<file path="config.mk">
export PLATFORM = sky130hd
export DESIGN_NAME = pcm_tdm_port
export DESIGN_NICKNAME = d
export VERILOG_FILES = /design/src/rtl/pcm_tdm_pkg.sv /design/src/rtl/pcm_tdm_frame_ctrl.sv /design/src/rtl/pcm_tdm_tx.sv /design/src/rtl/pcm_tdm_rx.sv /design/src/rtl/pcm_tdm_port.sv
export SDC_FILE = /design/constraint.sdc
export NUM_CORES = 1
export LEC_CHECK = 0
export ABC_CLOCK_PERIOD_IN_PS = 3800
export BUFFER_PORTS_ARGS = -buffer_cell sky130_fd_sc_hd__buf_2
export CELL_PAD_IN_SITES_DETAIL_PLACEMENT = 1
export CELL_PAD_IN_SITES_GLOBAL_PLACEMENT = 1
export CORE_MARGIN = 3
export CORE_UTILIZATION = 45
export CTS_CLUSTER_DIAMETER = 150
export DETAILED_ROUTE_END_ITERATION = 6
export GPL_ROUTABILITY_DRIVEN = 0
export GPL_TIMING_DRIVEN = 1
export PLACE_DENSITY = 0.78
export SLEW_MARGIN = 10
export SYNTH_ARGS = -nofsm -noshare
export SYNTH_HDL_FRONTEND = slang
export SYNTH_HIERARCHICAL = 1
export SYNTH_SLANG_ARGS = --single-unit
</file>
<file path="constraint.sdc">
create_clock -name clk_bit -period 3.8 [get_ports clk_bit]
set_input_delay 0.95 -clock clk_bit [delete_from_list [all_inputs] [get_ports clk_bit]]
set_output_delay 0.95 -clock clk_bit [all_outputs]
set_load 0.005 [all_outputs]
</file>
<file path="src/rtl/pcm_tdm_pkg.sv">
package pcm_tdm_pkg;
  parameter int unsigned DEF_CHANNELS = 4;
  parameter int unsigned DEF_SAMPLE_W = 8;

  function automatic int unsigned frame_bits(input int unsigned ch, input int unsigned w);
    return ch * w;
  endfunction
endpackage

</file>
<file path="src/rtl/pcm_tdm_frame_ctrl.sv">
module pcm_tdm_frame_ctrl #(
  parameter int unsigned FRAME_BITS = 32,
  parameter int unsigned CNT_W      = 6
) (
  input  logic             clk,
  input  logic             rst_n,
  input  logic             fsync,
  output logic             start,
  output logic             frame_q,
  output logic             active,
  output logic [CNT_W-1:0] cnt
);
  logic             fs_q;
  logic             active_q, active_n;
  logic [CNT_W-1:0] cnt_q, cnt_n;

  always_comb start = fsync & ~fs_q;

  always_comb begin
    active_n = active_q;
    cnt_n    = cnt_q;
    if (start) begin
      active_n = 1'b1;
      cnt_n    = CNT_W'(1);
    end else if (active_q) begin
      if (cnt_q == CNT_W'(FRAME_BITS)) begin
        active_n = 1'b0;
        cnt_n    = '0;
      end else begin
        cnt_n = cnt_q + CNT_W'(1);
      end
    end
  end

  always_ff @(posedge clk or negedge rst_n) begin
    if (!rst_n) begin
      fs_q     <= 1'b0;
      frame_q  <= 1'b0;
      active_q <= 1'b0;
      cnt_q    <= '0;
    end else begin
      fs_q     <= fsync;
      frame_q  <= start;
      active_q <= active_n;
      cnt_q    <= cnt_n;
    end
  end

  assign active = active_q;
  assign cnt    = cnt_q;

  // any accepted start restarts the bit count at one
  p_resync_r8: assert property (@(posedge clk) disable iff (!rst_n)
    start |=> (cnt_q == CNT_W'(1) && active_q));

  // a strobe held high yields a single start
  p_single_start_r9: assert property (@(posedge clk) disable iff (!rst_n)
    (start && fsync) |=> (fsync |-> !start));
endmodule

</file>
<file path="src/rtl/pcm_tdm_tx.sv">
module pcm_tdm_tx #(
  parameter int unsigned NUM_CH     = 4,
  parameter int unsigned SAMPLE_W   = 8,
  parameter int unsigned FRAME_BITS = NUM_CH * SAMPLE_W,
  parameter int unsigned CNT_W      = 6
) (
  input  logic                  clk,
  input  logic                  rst_n,
  input  logic                  start,
  input  logic                  active,
  input  logic [CNT_W-1:0]      cnt,
  input  logic [FRAME_BITS-1:0] tx_flat,
  input  logic [NUM_CH-1:0]     pwr_eff,
  output logic                  sd,
  output logic                  oe
);
  logic [FRAME_BITS-1:0] ordered;
  logic [FRAME_BITS-1:0] sh_q, sh_n;
  logic                  sh_en;
  logic                  sd_q, sd_n, oe_q, oe_n;
  logic                  slot_pwr;

  // channel 1 goes to the top of the serial word
  always_comb begin
    ordered = '0;
    for (int c = 0; c < NUM_CH; c++)
      ordered[FRAME_BITS-1-c*SAMPLE_W -: SAMPLE_W] = tx_flat[c*SAMPLE_W +: SAMPLE_W];
  end

  always_comb begin
    slot_pwr = 1'b0;
    for (int c = 0; c < NUM_CH; c++)
      if ((int'(cnt) / int'(SAMPLE_W)) == c) slot_pwr = pwr_eff[c];
  end

  always_comb begin
    sh_n  = sh_q;
    sh_en = 1'b0;
    sd_n  = 1'b0;
    oe_n  = 1'b0;
    if (start) begin
      sh_en = 1'b1;
      sh_n  = {ordered[FRAME_BITS-2:0], 1'b0};
      sd_n  = ordered[FRAME_BITS-1];
      oe_n  = pwr_eff[0];
    end else if (active && (cnt < CNT_W'(FRAME_BITS))) begin
      sh_en = 1'b1;
      sh_n  = {sh_q[FRAME_BITS-2:0], 1'b0};
      sd_n  = sh_q[FRAME_BITS-1];
      oe_n  = slot_pwr;
    end
  end

  always_ff @(posedge clk or negedge rst_n) begin
    if (!rst_n) begin
      sh_q <= '0;
      sd_q <= 1'b0;
      oe_q <= 1'b0;
    end else begin
      if (sh_en) sh_q <= sh_n;
      sd_q <= sd_n;
      oe_q <= oe_n;
    end
  end

  assign sd = sd_q;
  assign oe = oe_q;

  // the start edge launches channel 1 MSB
  p_start_ch1_r2: assert property (@(posedge clk) disable iff (!rst_n)
    start |=> (sd_q == $past(tx_flat[SAMPLE_W-1]) && oe_q == $past(pwr_eff[0])));

  // bus released after the last slot and while idle
  p_bus_release_r4: assert property (@(posedge clk) disable iff (!rst_n)
    (!start && (!active || cnt == CNT_W'(FRAME_BITS))) |=> !oe_q);

  // a powered-down channel never drives its slot
  for (genvar c = 0; c < NUM_CH; c++) begin : g_pd
    p_pd_quiet_r5: assert property (@(posedge clk) disable iff (!rst_n)
      (!start && active && ((int'(cnt) / int'(SAMPLE_W)) == c) && !pwr_eff[c]) |=> !oe_q);
  end
endmodule

</file>
<file path="src/rtl/pcm_tdm_rx.sv">
module pcm_tdm_rx #(
  parameter int unsigned NUM_CH     = 4,
  parameter int unsigned SAMPLE_W   = 8,
  parameter int unsigned FRAME_BITS = NUM_CH * SAMPLE_W,
  parameter int unsigned CNT_W      = 6
) (
  input  logic                  clk,
  input  logic                  rst_n,
  input  logic                  frame_q,
  input  logic                  sd_in,
  output logic [FRAME_BITS-1:0] rx_flat,
  output logic                  done
);
  logic [FRAME_BITS-1:0] sh_q, sh_n;
  logic [FRAME_BITS-1:0] out_q, out_n;
  logic [CNT_W-1:0]      cnt_q, cnt_n;
  logic                  act_q, act_n;
  logic                  done_q, done_n;
  logic                  sh_en, out_en;

  always_comb begin
    sh_n   = {sh_q[FRAME_BITS-2:0], sd_in};
    sh_en  = 1'b0;
    out_en = 1'b0;
    cnt_n  = cnt_q;
    act_n  = act_q;
    done_n = 1'b0;
    if (frame_q) begin
      sh_en = 1'b1;
      cnt_n = CNT_W'(1);
      act_n = 1'b1;
    end else if (act_q) begin
      sh_en = 1'b1;
      if (cnt_q == CNT_W'(FRAME_BITS-1)) begin
        out_en = 1'b1;
        done_n = 1'b1;
        act_n  = 1'b0;
        cnt_n  = '0;
      end else begin
        cnt_n = cnt_q + CNT_W'(1);
      end
    end
  end

  // first received bit is channel 1 MSB
  always_comb begin
    out_n = '0;
    for (int c = 0; c < NUM_CH; c++)
      out_n[c*SAMPLE_W +: SAMPLE_W] = sh_n[FRAME_BITS-1-c*SAMPLE_W -: SAMPLE_W];
  end

  always_ff @(negedge clk or negedge rst_n) begin
    if (!rst_n) begin
      sh_q   <= '0;
      out_q  <= '0;
      cnt_q  <= '0;
      act_q  <= 1'b0;
      done_q <= 1'b0;
    end else begin
      if (sh_en)  sh_q  <= sh_n;
      if (out_en) out_q <= out_n;
      cnt_q  <= cnt_n;
      act_q  <= act_n;
      done_q <= done_n;
    end
  end

  assign rx_flat = out_q;
  assign done    = done_q;

  // done lasts one period
  p_done_single_r7: assert property (@(negedge clk) disable iff (!rst_n)
    done_q |=> !done_q);

  // received bytes move only with a done pulse
  p_rx_hold_r10: assert property (@(negedge clk) disable iff (!rst_n)
    !done_q |-> $stable(out_q));
endmodule

</file>
<file path="src/rtl/pcm_tdm_port.sv">
module pcm_tdm_port
  import pcm_tdm_pkg::*;
#(
  parameter int unsigned NUM_CH   = DEF_CHANNELS,
  parameter int unsigned SAMPLE_W = DEF_SAMPLE_W
) (
  input  logic                         clk_bit,
  input  logic                         rst_n,
  input  logic                         fsync,
  input  logic [NUM_CH*SAMPLE_W-1:0]   tx_samples,
  input  logic [NUM_CH-1:0]            pwr_pin,
  input  logic [NUM_CH-1:0]            pwr_reg,
  input  logic                         sd_in,
  output logic                         sd_out,
  output logic                         sd_oe,
  output logic [NUM_CH*SAMPLE_W-1:0]   rx_samples,
  output logic                         rx_done
);
  localparam int unsigned FRAME_BITS = frame_bits(NUM_CH, SAMPLE_W);
  localparam int unsigned CNT_W      = $clog2(FRAME_BITS + 1);

  logic             rst_m_q, rst_core;
  logic             start, frame_q, active;
  logic [CNT_W-1:0] cnt;
  logic [NUM_CH-1:0] pwr_eff;

  // asynchronous assert, release aligned to the bit clock
  always_ff @(posedge clk_bit or negedge rst_n) begin
    if (!rst_n) begin
      rst_m_q  <= 1'b0;
      rst_core <= 1'b0;
    end else begin
      rst_m_q  <= 1'b1;
      rst_core <= rst_m_q;
    end
  end

  always_comb pwr_eff = pwr_pin | pwr_reg;

  pcm_tdm_frame_ctrl #(.FRAME_BITS(FRAME_BITS), .CNT_W(CNT_W)) u_ctrl (
    .clk(clk_bit), .rst_n(rst_core), .fsync(fsync),
    .start(start), .frame_q(frame_q), .active(active), .cnt(cnt)
  );

  pcm_tdm_tx #(.NUM_CH(NUM_CH), .SAMPLE_W(SAMPLE_W), .FRAME_BITS(FRAME_BITS), .CNT_W(CNT_W)) u_tx (
    .clk(clk_bit), .rst_n(rst_core), .start(start), .active(active), .cnt(cnt),
    .tx_flat(tx_samples), .pwr_eff(pwr_eff), .sd(sd_out), .oe(sd_oe)
  );

  pcm_tdm_rx #(.NUM_CH(NUM_CH), .SAMPLE_W(SAMPLE_W), .FRAME_BITS(FRAME_BITS), .CNT_W(CNT_W)) u_rx (
    .clk(clk_bit), .rst_n(rst_core), .frame_q(frame_q), .sd_in(sd_in),
    .rx_flat(rx_samples), .done(rx_done)
  );
endmodule

</file>
==> results.tsv, run 1 <==
stage	metric	value	unit
power_and_ir_drop	power_frac_clock	0.466	
floorplan	die_h	109	um
clocking	clk_path_buf_depth	2	
power_and_ir_drop	p_int	2.55	mW
floorplan	rows	37	
power_and_ir_drop	p_sw	0.889	mW
detailed_routing	drt_pre_antenna_iters	4	
power_and_ir_drop	power_frac_comb	0.094	
setup_path	reg2regPathDepth	3	
synth	syn_area	4810	um^2
power_and_ir_drop	power	3.44	mW
synth	seq_area_frac_synth	0.598	
detailed_routing	vias	3251	
setup_path	r2r_start	u_ctrl/frame_q$_DFF_PN0_	
detailed_routing	wire_per_inst	18.7	um
setup_path	cp_top_family	flip-flops	
detailed_routing	via_per_inst	5.24	
setup_path	critPathBufInv	1	
setup_path	worstSetupStartpoint	u_rx/rx_flat[19]$_DFFE_NN0P_	
synth	synthCells	361	
floorplan	initial_core_util	0.464	
synth	synth_warnings	6	
setup_path	path_cells	buf_2	
cells_and_area	num_antenna_cells	0	
placed_design	dp_hpwl	6.33	mm
clocking	clkSlewWorstSetupHoldPaths	0.06	ns
floorplan	die-area	12000	um^2
power_and_ir_drop	power_switching_share	0.259	
setup_path	r2r_slack	0.09	ns
clocking	cts_buffers	17	
sta	timing_worst_slew_pin_value	1.15	ns
detailed_routing	routed_wirelength	11.6	mm
setup_path	cp_slowest_cell	dfrtn_1	
sta	hold-worst-slack	0.221	ns
synth	synth_ff_type	dfrtn_1	
setup_path	crit_path_end_kind	output port	
synth	netlist_top_cells_count	dfrtn_1 (71), mux2_2 (59), dfrtp_1 (44), nand2_1 (40), mux2i_1 (32)	
clocking	cts_tree	done	
cells_and_area	post-route-util	0.584	
grt	overflow	0	
synth	syn-num-nets	408	
placed_design	pre_cts_ws	0.224	ns
cells_and_area	nets	518	
clocking	insertion_delay	0.50	ns
synth	synth_top_area_share	0.369	
power_and_ir_drop	peakVddDrop	0.265	mV
synth	synthDistinctLibCells	40	
floorplan	die_w	109	um
setup_path	required	2.85	ns
setup_path	path_depth	1	
synth	async_flop_share	1.00	
hold_path	hold_class	in -> async	
sta	slew-limit-headroom	0.232	
detailed_routing	drcViolationCount	0	
setup_path	crit_type	reg -> out	
setup_path	crit_path_start_kind	flip-flop	
grt	grtUsageTotal	0.190	
floorplan	core	10400	um^2
clocking	cts-hold-fix-buffers	0	
sta	rsz0062_at_grt	yes	
grt	antenna_found_initial	0	
outcome	status	finished with violations	
setup_path	critPathMaxStageDelay	0.43	ns
floorplan	ios	79	
sta	setup_viol_count_final	25	
grt	grt_max_degree	43	
detailed_routing	drt_iter0_markers	128	
power_and_ir_drop	cellLeakagePower	3.18	nW
synth	synth.avg_cell_area	13.3	um^2
synth	synth_top_area_cell	dfrtn_1	
detailed_routing	ant_nets	0	
flow_run	maxCapViolations	0	
grt	grt_pass1_wl	17.4	mm
cells_and_area	nFillCells	1065	
setup_path	rr_endpoint	u_rx/rx_flat[15]$_DFFE_NN0P_	
clocking	cts-root-buf	clkbuf_8	
sta	fin_skew	0.0701	ns
synth	synth-seq-cells	115	
clocking	clock-sinks	115	
cells_and_area	drive_gt1_frac	0.434	
outcome	failed_checks	setup timing	
setup_path	crit_arrival	2.91	ns
cells_and_area	synthToLayoutAreaGrowth	25.8	%
synth	yosys-top-cells-area	dfrtn_1 (37%), dfrtp_1 (23%), mux2_2 (14%), mux2i_1 (6.7%), nand2_1 (3.1%)	
clocking	htree_levels	4	
sta	finalHoldViolCount	0	
synth	yosysMostFrequentCell	dfrtn_1	
synth	synth-edff-count	0	
power_and_ir_drop	power_density	568	nW/um^2
setup_path	crit_path_max_fanout	2	
sta	postLayoutSetupSlackWorst	-0.0596	ns
placed_design	io_buffer_count	78	
grt	grt_pass1_vias	3422	
power_and_ir_drop	pwr-share-seq	0.440	
sta	maxSlewViolCount	0	
## cell type report
| type | count | area [um^2] | share of cell area |
|---|---|---|---|
| sequential | 115 | 2880 | 0.476 |
| multi-input combinational | 220 | 1730 | 0.286 |
| timing repair buffer | 112 | 662 | 0.109 |
| clock buffer | 18 | 418 | 0.0690 |
| clock inverter | 14 | 173 | 0.0285 |
| tap | 136 | 170 | 0.0281 |
| inverter | 5 | 18.8 | 0.00310 |
## sequential cells by signal, summed over array words and instances (netlist names), 6 cells and up
register,flops
u_rx/sh_q,31
u_ctrl/cnt,6
u_rx/cnt_q,6
u_tx/sh_q,31
u_rx/rx_flat,32
## metrics by stage
stage                     setup TNS [ns]  cells  cell area (um^2)
after floorplan                        0    361              4810
after detailed placement               0    562              5270
after CTS                          -1.09    609              5970
final                             -0.642    620              6050
after global placement                 0    562              5270
after global routing               -2.02    620              6050
## timing repair
action,CTS,global route
setup endpoints to repair,33,35
resized for setup,0,1
buffers inserted,15,11
## power groups by stage
stage,sequential (mW),combinational (mW),clock [mW]
final,1.51,0.323,1.60
after global routing,1.54,0.365,1.69
after CTS,1.51,0.316,1.63
after detailed placement,1.52,0.293,0
after global placement,1.51,0.271,0
after floorplan,1.49,0.196,0
## routing by layer
| layer | GRT usage | part of all wire |
|---|---|---|
| met1 | 0.231 | 0.41 |
| met2 | 0.329 | 0.55 |
| met3 | 0.0429 | 0.028 |
| met4 | 0.0712 | 0.013 |
| met5 | 0 | 0 |
## logic make-up (layout without fill, tap and decap cells)
logic type,after synthesis,after routing,share of synthesized area
flip-flops,115,115,0.598
multiplexers,96,96,0.219
AND/OR/NAND/NOR,68,68,0.0705
AO/OA/AOI/OAI,48,48,0.0543
buffers and inverters,26,149,0.0426
XOR/XNOR,4,4,0.00728
adder cells (fa/ha/maj),3,3,0.00780
other,1,1,0.000779
## how the worst max path moves through the flow
stage               slack, ns                           end
global placement         0.26  u_rx/rx_flat[27]$_DFFE_NN0P_
global route            -0.10                rx_samples[20]
finish                  -0.06                rx_samples[19]
detailed placement       0.22  u_rx/rx_flat[23]$_DFFE_NN0P_
CTS                     -0.07                rx_samples[27]
floorplan                0.09          u_rx/act_q$_DFF_NN0_
## cells in the final DEF (no fill, tap or decap), types with 2 or more instances in the layout
master / instances
buf_2: 78
o21ai_1: 28
nand2_1: 40
nor2_1: 7
mux2_1: 4
bufinv_16: 3
inv_6: 4
mux2_2: 59
ha_1: 3
dfrtn_1: 71
inv_1: 4
clkinv_4: 2
clkbuf_16: 16
mux2i_1: 32
xor2_1: 3
nand2b_1: 3
dfrtp_1: 43
or2_1: 4
o21ai_0: 10
a21oi_1: 4
nand3_1: 2
nand4_1: 4
inv_4: 4
buf_4: 32
Note: power is estimated with default switching activity, not from simulation.
==> inputs of run 2 (changes only) <==
- SKIP_CTS_REPAIR_TIMING: not set -> 1
- SLEW_MARGIN: 10 -> not set
==> run 2 against run 1 <==
Compared with the run above: largest cell class unchanged; routed wire length decreased by 7.7%; utilization decreased by 0.94 points; flip-flop and latch count unchanged; critical path type unchanged; clock power about the same; largest power group unchanged; sequential power about the same; non-clock buffer count decreased by 13; clock-buffer cell count unchanged; the run still ends with setup timing left.
==> results.tsv, run 2 (same netlist as run 1, synthesis figures left out) <==
stage	metric	value	unit
clocking	htree_levels	4	
clocking	clock-sinks	115	
cells_and_area	design_area	5960	um^2
sta	fin_skew	0.0708	ns
sta	maxSlewViolCount	0	
clocking	clkSlewWorstSetupHoldPaths	0.06	ns
setup_path	crit_arrival	2.90	ns
sta	rsz0062_at_grt	yes	
detailed_routing	ant_nets	0	
flow_run	maxCapViolations	0	
outcome	failed_checks	setup timing	
floorplan	die_h	109	um
setup_path	crit_path_start_kind	flip-flop	
detailed_routing	drt_iter0_markers	117	
sta	timing_worst_slew_pin_value	1.14	ns
setup_path	cp_slowest_cell	dfrtn_1	
detailed_routing	wire_per_inst	17.6	um
setup_path	r2r_start	u_ctrl/frame_q$_DFF_PN0_	
setup_path	required	2.85	ns
setup_path	crit_path_max_fanout	2	
grt	grt_pass1_wl	17.1	mm
placed_design	dp_hpwl	6.33	mm
sta	postLayoutSetupSlackWorst	-0.0538	ns
power_and_ir_drop	power_density	573	nW/um^2
setup_path	path_cells	buf_2	
grt	antenna_found_initial	0	
clocking	clk_path_buf_depth	2	
cells_and_area	nets	505	
placed_design	place_inst	562	
clocking	cts_tree	done	
power_and_ir_drop	power_frac_clock	0.467	
outcome	status	finished with violations	
cells_and_area	finalNonFillerCells	607	
sta	slew-limit-headroom	0.236	
power_and_ir_drop	p_sw	0.868	mW
setup_path	critPathMaxStageDelay	0.43	ns
placed_design	dpl_cell_area	5270	um^2
cells_and_area	drive_gt1_frac	0.418	
setup_path	cp_top_family	flip-flops	
clocking	cts-root-buf	clkbuf_8	
grt	grtUsageTotal	0.187	
detailed_routing	routed_wirelength	10.7	mm
detailed_routing	via_per_inst	5.15	
sta	finalHoldViolCount	0	
setup_path	crit_path_end_kind	output port	
setup_path	crit_type	reg -> out	
detailed_routing	drcViolationCount	0	
clocking	insertion_delay	0.50	ns
placed_design	io_buffer_count	78	
power_and_ir_drop	power_switching_share	0.254	
cells_and_area	synthToLayoutAreaGrowth	23.8	%
grt	overflow	0	
cells_and_area	final_cell_mix	buf_2 (78), dfrtn_1 (71), mux2_2 (59)	
sta	setup_viol_count_final	25	
floorplan	ios	79	
detailed_routing	vias	3128	
power_and_ir_drop	p_int	2.54	mW
setup_path	critPathBufInv	1	
floorplan	rows	37	
sta	hold-worst-slack	0.218	ns
clocking	cts_buffers	17	
floorplan	die-area	12000	um^2
power_and_ir_drop	cellLeakagePower	3.11	nW
floorplan	die_w	109	um
power_and_ir_drop	peakVddDrop	0.260	mV
grt	grt_pass1_vias	3357	
power_and_ir_drop	power_frac_comb	0.091	
detailed_routing	drt_pre_antenna_iters	5	
cells_and_area	mostFrequentLayoutCell	buf_2	
floorplan	core	10400	um^2
cells_and_area	num_antenna_cells	0	
cells_and_area	largest_register_ffs	32	
hold_path	hold_class	in -> async	
setup_path	worstSetupStartpoint	u_rx/rx_flat[13]$_DFFE_NN0P_	
power_and_ir_drop	pwr-share-seq	0.442	
grt	grt_max_degree	43	
cells_and_area	post-route-util	0.574	
floorplan	initial_core_util	0.464	
-- run 2: cell count changes in the layout (fill, tap and decap cells not counted), sizes merged --
cell and change:
buf -13
-- run 2: area by class of cell --
cell class	instances	area, um^2
Fill cell	1074	4410
Sequential cell	115	2880
Multi-Input combinational cell	220	1730
Timing Repair Buffer	99	564
Clock buffer	18	418
Clock inverter	14	173
Tap cell	136	170
Inverter	5	18.8
-- run 2: power groups by stage --
stage          combinational (mW)  clock, mW  sequential [mW]
2_1_floorplan               0.196          0             1.49
3_3_place_gp                0.271          0             1.51
3_5_place_dp                0.293          0             1.52
4_1_cts                     0.307       1.63             1.51
5_1_grt                     0.352       1.68             1.53
6_report                    0.309       1.59             1.51
-- run 2: metrics by stage --
step | total power, mW | setup TNS [ns] | setup WS [ns]
2_1_floorplan | 1.69 | 0 | 0.0870
3_3_place_gp | 1.78 | 0 | 0.259
3_5_place_dp | 1.81 | 0 | 0.224
4_1_cts | 3.44 | -1.35 | -0.0801
5_1_grt | 3.57 | -1.90 | -0.0926
6_report | 3.41 | -0.602 | -0.0538
-- run 2: per-layer routing --
| metal | wire [um] | track usage | vias to the layer above |
|---|---|---|---|
| met1 | 4520 | 0.228 | 1609 |
| met2 | 5700 | 0.322 | 56 |
| met5 | 0 | 0 | - |
| met3 | 312 | 0.0429 | 13 |
| met4 | 151 | 0.0721 | 0 |
| li1 | - | - | 1450 |
-- run 2: path summary, 6_finish.rpt --
check                                              end  slack [ns]  depth (start not counted)
max in group asynchronous  u_rx/rx_flat[8]$_DFFE_NN0P_        1.03                          1
max reg2reg                u_rx/rx_flat[7]$_DFFE_NN0P_        0.13                          3
min in group clk_bit                rst_core$_DFF_PN0_        0.35                          0
max                                     rx_samples[13]       -0.05                          1
min reg2reg                   u_ctrl/frame_q$_DFF_PN0_        0.31                          0
min                                  rst_m_q$_DFF_PN0_        0.22                          1
==> inputs of run 3 (changes only) <==
- CORE_ASPECT_RATIO: not set -> 0.8
==> run 3 against run 2 <==
Compared with the run above: the run now ends clean; die area barely moved; critical path depth did not move; flip-flop and latch count did not move; power fell by 2.1%.
==> results.tsv, run 3 (same netlist as run 1, synthesis figures left out) <==
stage	metric	value	unit
clocking	insertion_delay	0.41	ns
flow_run	maxCapViolations	0	
sta	fin_skew	0.0249	ns
hold_path	hold_class	in -> async	
floorplan	die_h	98.5	um
setup_path	critPathMaxStageDelay	0.43	ns
setup_path	crit_arrival	2.84	ns
cells_and_area	synthToLayoutAreaGrowth	22.8	%
setup_path	path_cells	buf_2	
setup_path	r2r_start	u_ctrl/frame_q$_DFF_PN0_	
clocking	cts_tree	done	
outcome	status	complete, no violations	
cells_and_area	design_area	5910	um^2
clocking	clkSlewWorstSetupHoldPaths	0.05	ns
cells_and_area	num_antenna_cells	0	
sta	postLayoutSetupSlackWorst	0.0125	ns
floorplan	initial_core_util	0.466	
power_and_ir_drop	peakVddDrop	0.363	mV
grt	top_usage_layer	met2	
cells_and_area	regArea	2880	um^2
setup_path	worstSetupStartpoint	u_rx/rx_flat[27]$_DFFE_NN0P_	
clocking	cts-root-buf	clkbuf_16	
setup_path	crit_path_end_kind	output port	
floorplan	core	10300	um^2
cells_and_area	post-route-util	0.572	
clocking	clock-sinks	115	
setup_path	path_depth	1	
placed_design	dp_hpwl	6.29	mm
floorplan	rows	33	
cells_and_area	multiInputGateArea	1730	um^2
sta	slew-limit-headroom	0.212	
cells_and_area	final_cell_mix	buf_2 (78), dfrtn_1 (71), mux2_2 (59)	
grt	antenna_found_initial	0	
detailed_routing	drt_pre_antenna_iters	5	
clocking	htree_levels	4	
clocking	clk_path_buf_depth	2	
setup_path	required	2.85	ns
power_and_ir_drop	cellLeakagePower	3.05	nW
grt	grt_use_met1	0.229	
sta	setup_tns	0	ns
setup_path	cp_top_family	flip-flops	
cells_and_area	drive_gt1_frac	0.410	
setup_path	rr_endpoint	u_rx/rx_flat[25]$_DFFE_NN0P_	
grt	met2_usage	0.316	
setup_path	r2r_slack	0.32	ns
grt	grt_max_degree	45	
clocking	cts_buffers	17	
setup_path	cp-endpoint	rx_samples[27]	
grt	grtUsageTotal	0.186	
setup_path	crit_path_max_fanout	2	
cells_and_area	nFillCells	1055	
placed_design	dpl_cell_area	5290	um^2
floorplan	ios	79	
setup_path	reg2regPathDepth	3	
detailed_routing	via_per_inst	5.03	
floorplan	die-area	12000	um^2
detailed_routing	ant_nets	0	
sta	finalHoldViolCount	0	
detailed_routing	vias	3036	
setup_path	crit_type	reg -> out	
setup_path	crit_path_start_kind	flip-flop	
grt	overflow	0	
sta	timing_worst_slew_pin_value	1.18	ns
power_and_ir_drop	power	3.34	mW
sta	maxSlewViolCount	0	
cells_and_area	mostFrequentLayoutCell	buf_2	
sta	setup_viol_count_final	0	
sta	hold-worst-slack	0.320	ns
cells_and_area	finalNonFillerCells	603	
detailed_routing	drcViolationCount	0	
detailed_routing	drt_iter0_markers	130	
placed_design	place_inst	565	
detailed_routing	wire_per_inst	16.8	um
power_and_ir_drop	power_density	565	nW/um^2
cells_and_area	largest_register_ffs	32	
detailed_routing	routed_wirelength	10.1	mm
placed_design	pre_cts_ws	0.380	ns
setup_path	cp_slowest_cell	dfrtn_1	
floorplan	die_w	122	um
grt	grt_pass1_wl	17.4	mm
setup_path	critPathBufInv	1	
cells_and_area	nets	497	
grt	grt_pass1_vias	3442	
placed_design	io_buffer_count	78	
grt	use_met3	0.0453	
sta	rsz0062_at_grt	yes	
## run 3: cell types whose count changed in the layout (fill, tap and decap cells not counted), moves of 2 or more
cell / previous run / this run
clkinvlp_4: 0 / 3
buf_12: 1 / 3
buf_4: 19 / 10
clkbuf_16: 16 / 18
bufinv_16: 3 / 1
inv_6: 4 / 2
## run 3: how the worst min path moves through the flow
stage               cells past startpoint            endpoint
floorplan                               0  rst_core$_DFF_PN0_
global placement                        0  rst_core$_DFF_PN0_
detailed placement                      0  rst_core$_DFF_PN0_
CTS                                     1  rst_core$_DFF_PN0_
global route                            1  rst_core$_DFF_PN0_
finish                                  1  rst_core$_DFF_PN0_
## run 3: final cells by class
class                      count  share of cell area
clock inverter                14              0.0212
inverter                       5             0.00318
tap                          140              0.0296
sequential                   115               0.488
multi-input combinational    220               0.293
clock buffer                  18              0.0762
timing repair buffer          91              0.0889
## run 3: metal layers
| layer | vias to the layer above | routed length, um | share of wire |
|---|---|---|---|
| li1 | 1438 | - | - |
| met1 | 1533 | 4510 | 0.45 |
| met2 | 50 | 5150 | 0.51 |
| met3 | 15 | 300 | 0.030 |
| met4 | 0 | 153 | 0.015 |
| met5 | - | 0 | 0 |
## run 3: power breakdown
| part | internal [mW] | switching, mW |
|---|---|---|
| combinational | 0.155 | 0.139 |
| clock | 0.941 | 0.596 |
| sequential | 1.38 | 0.131 |
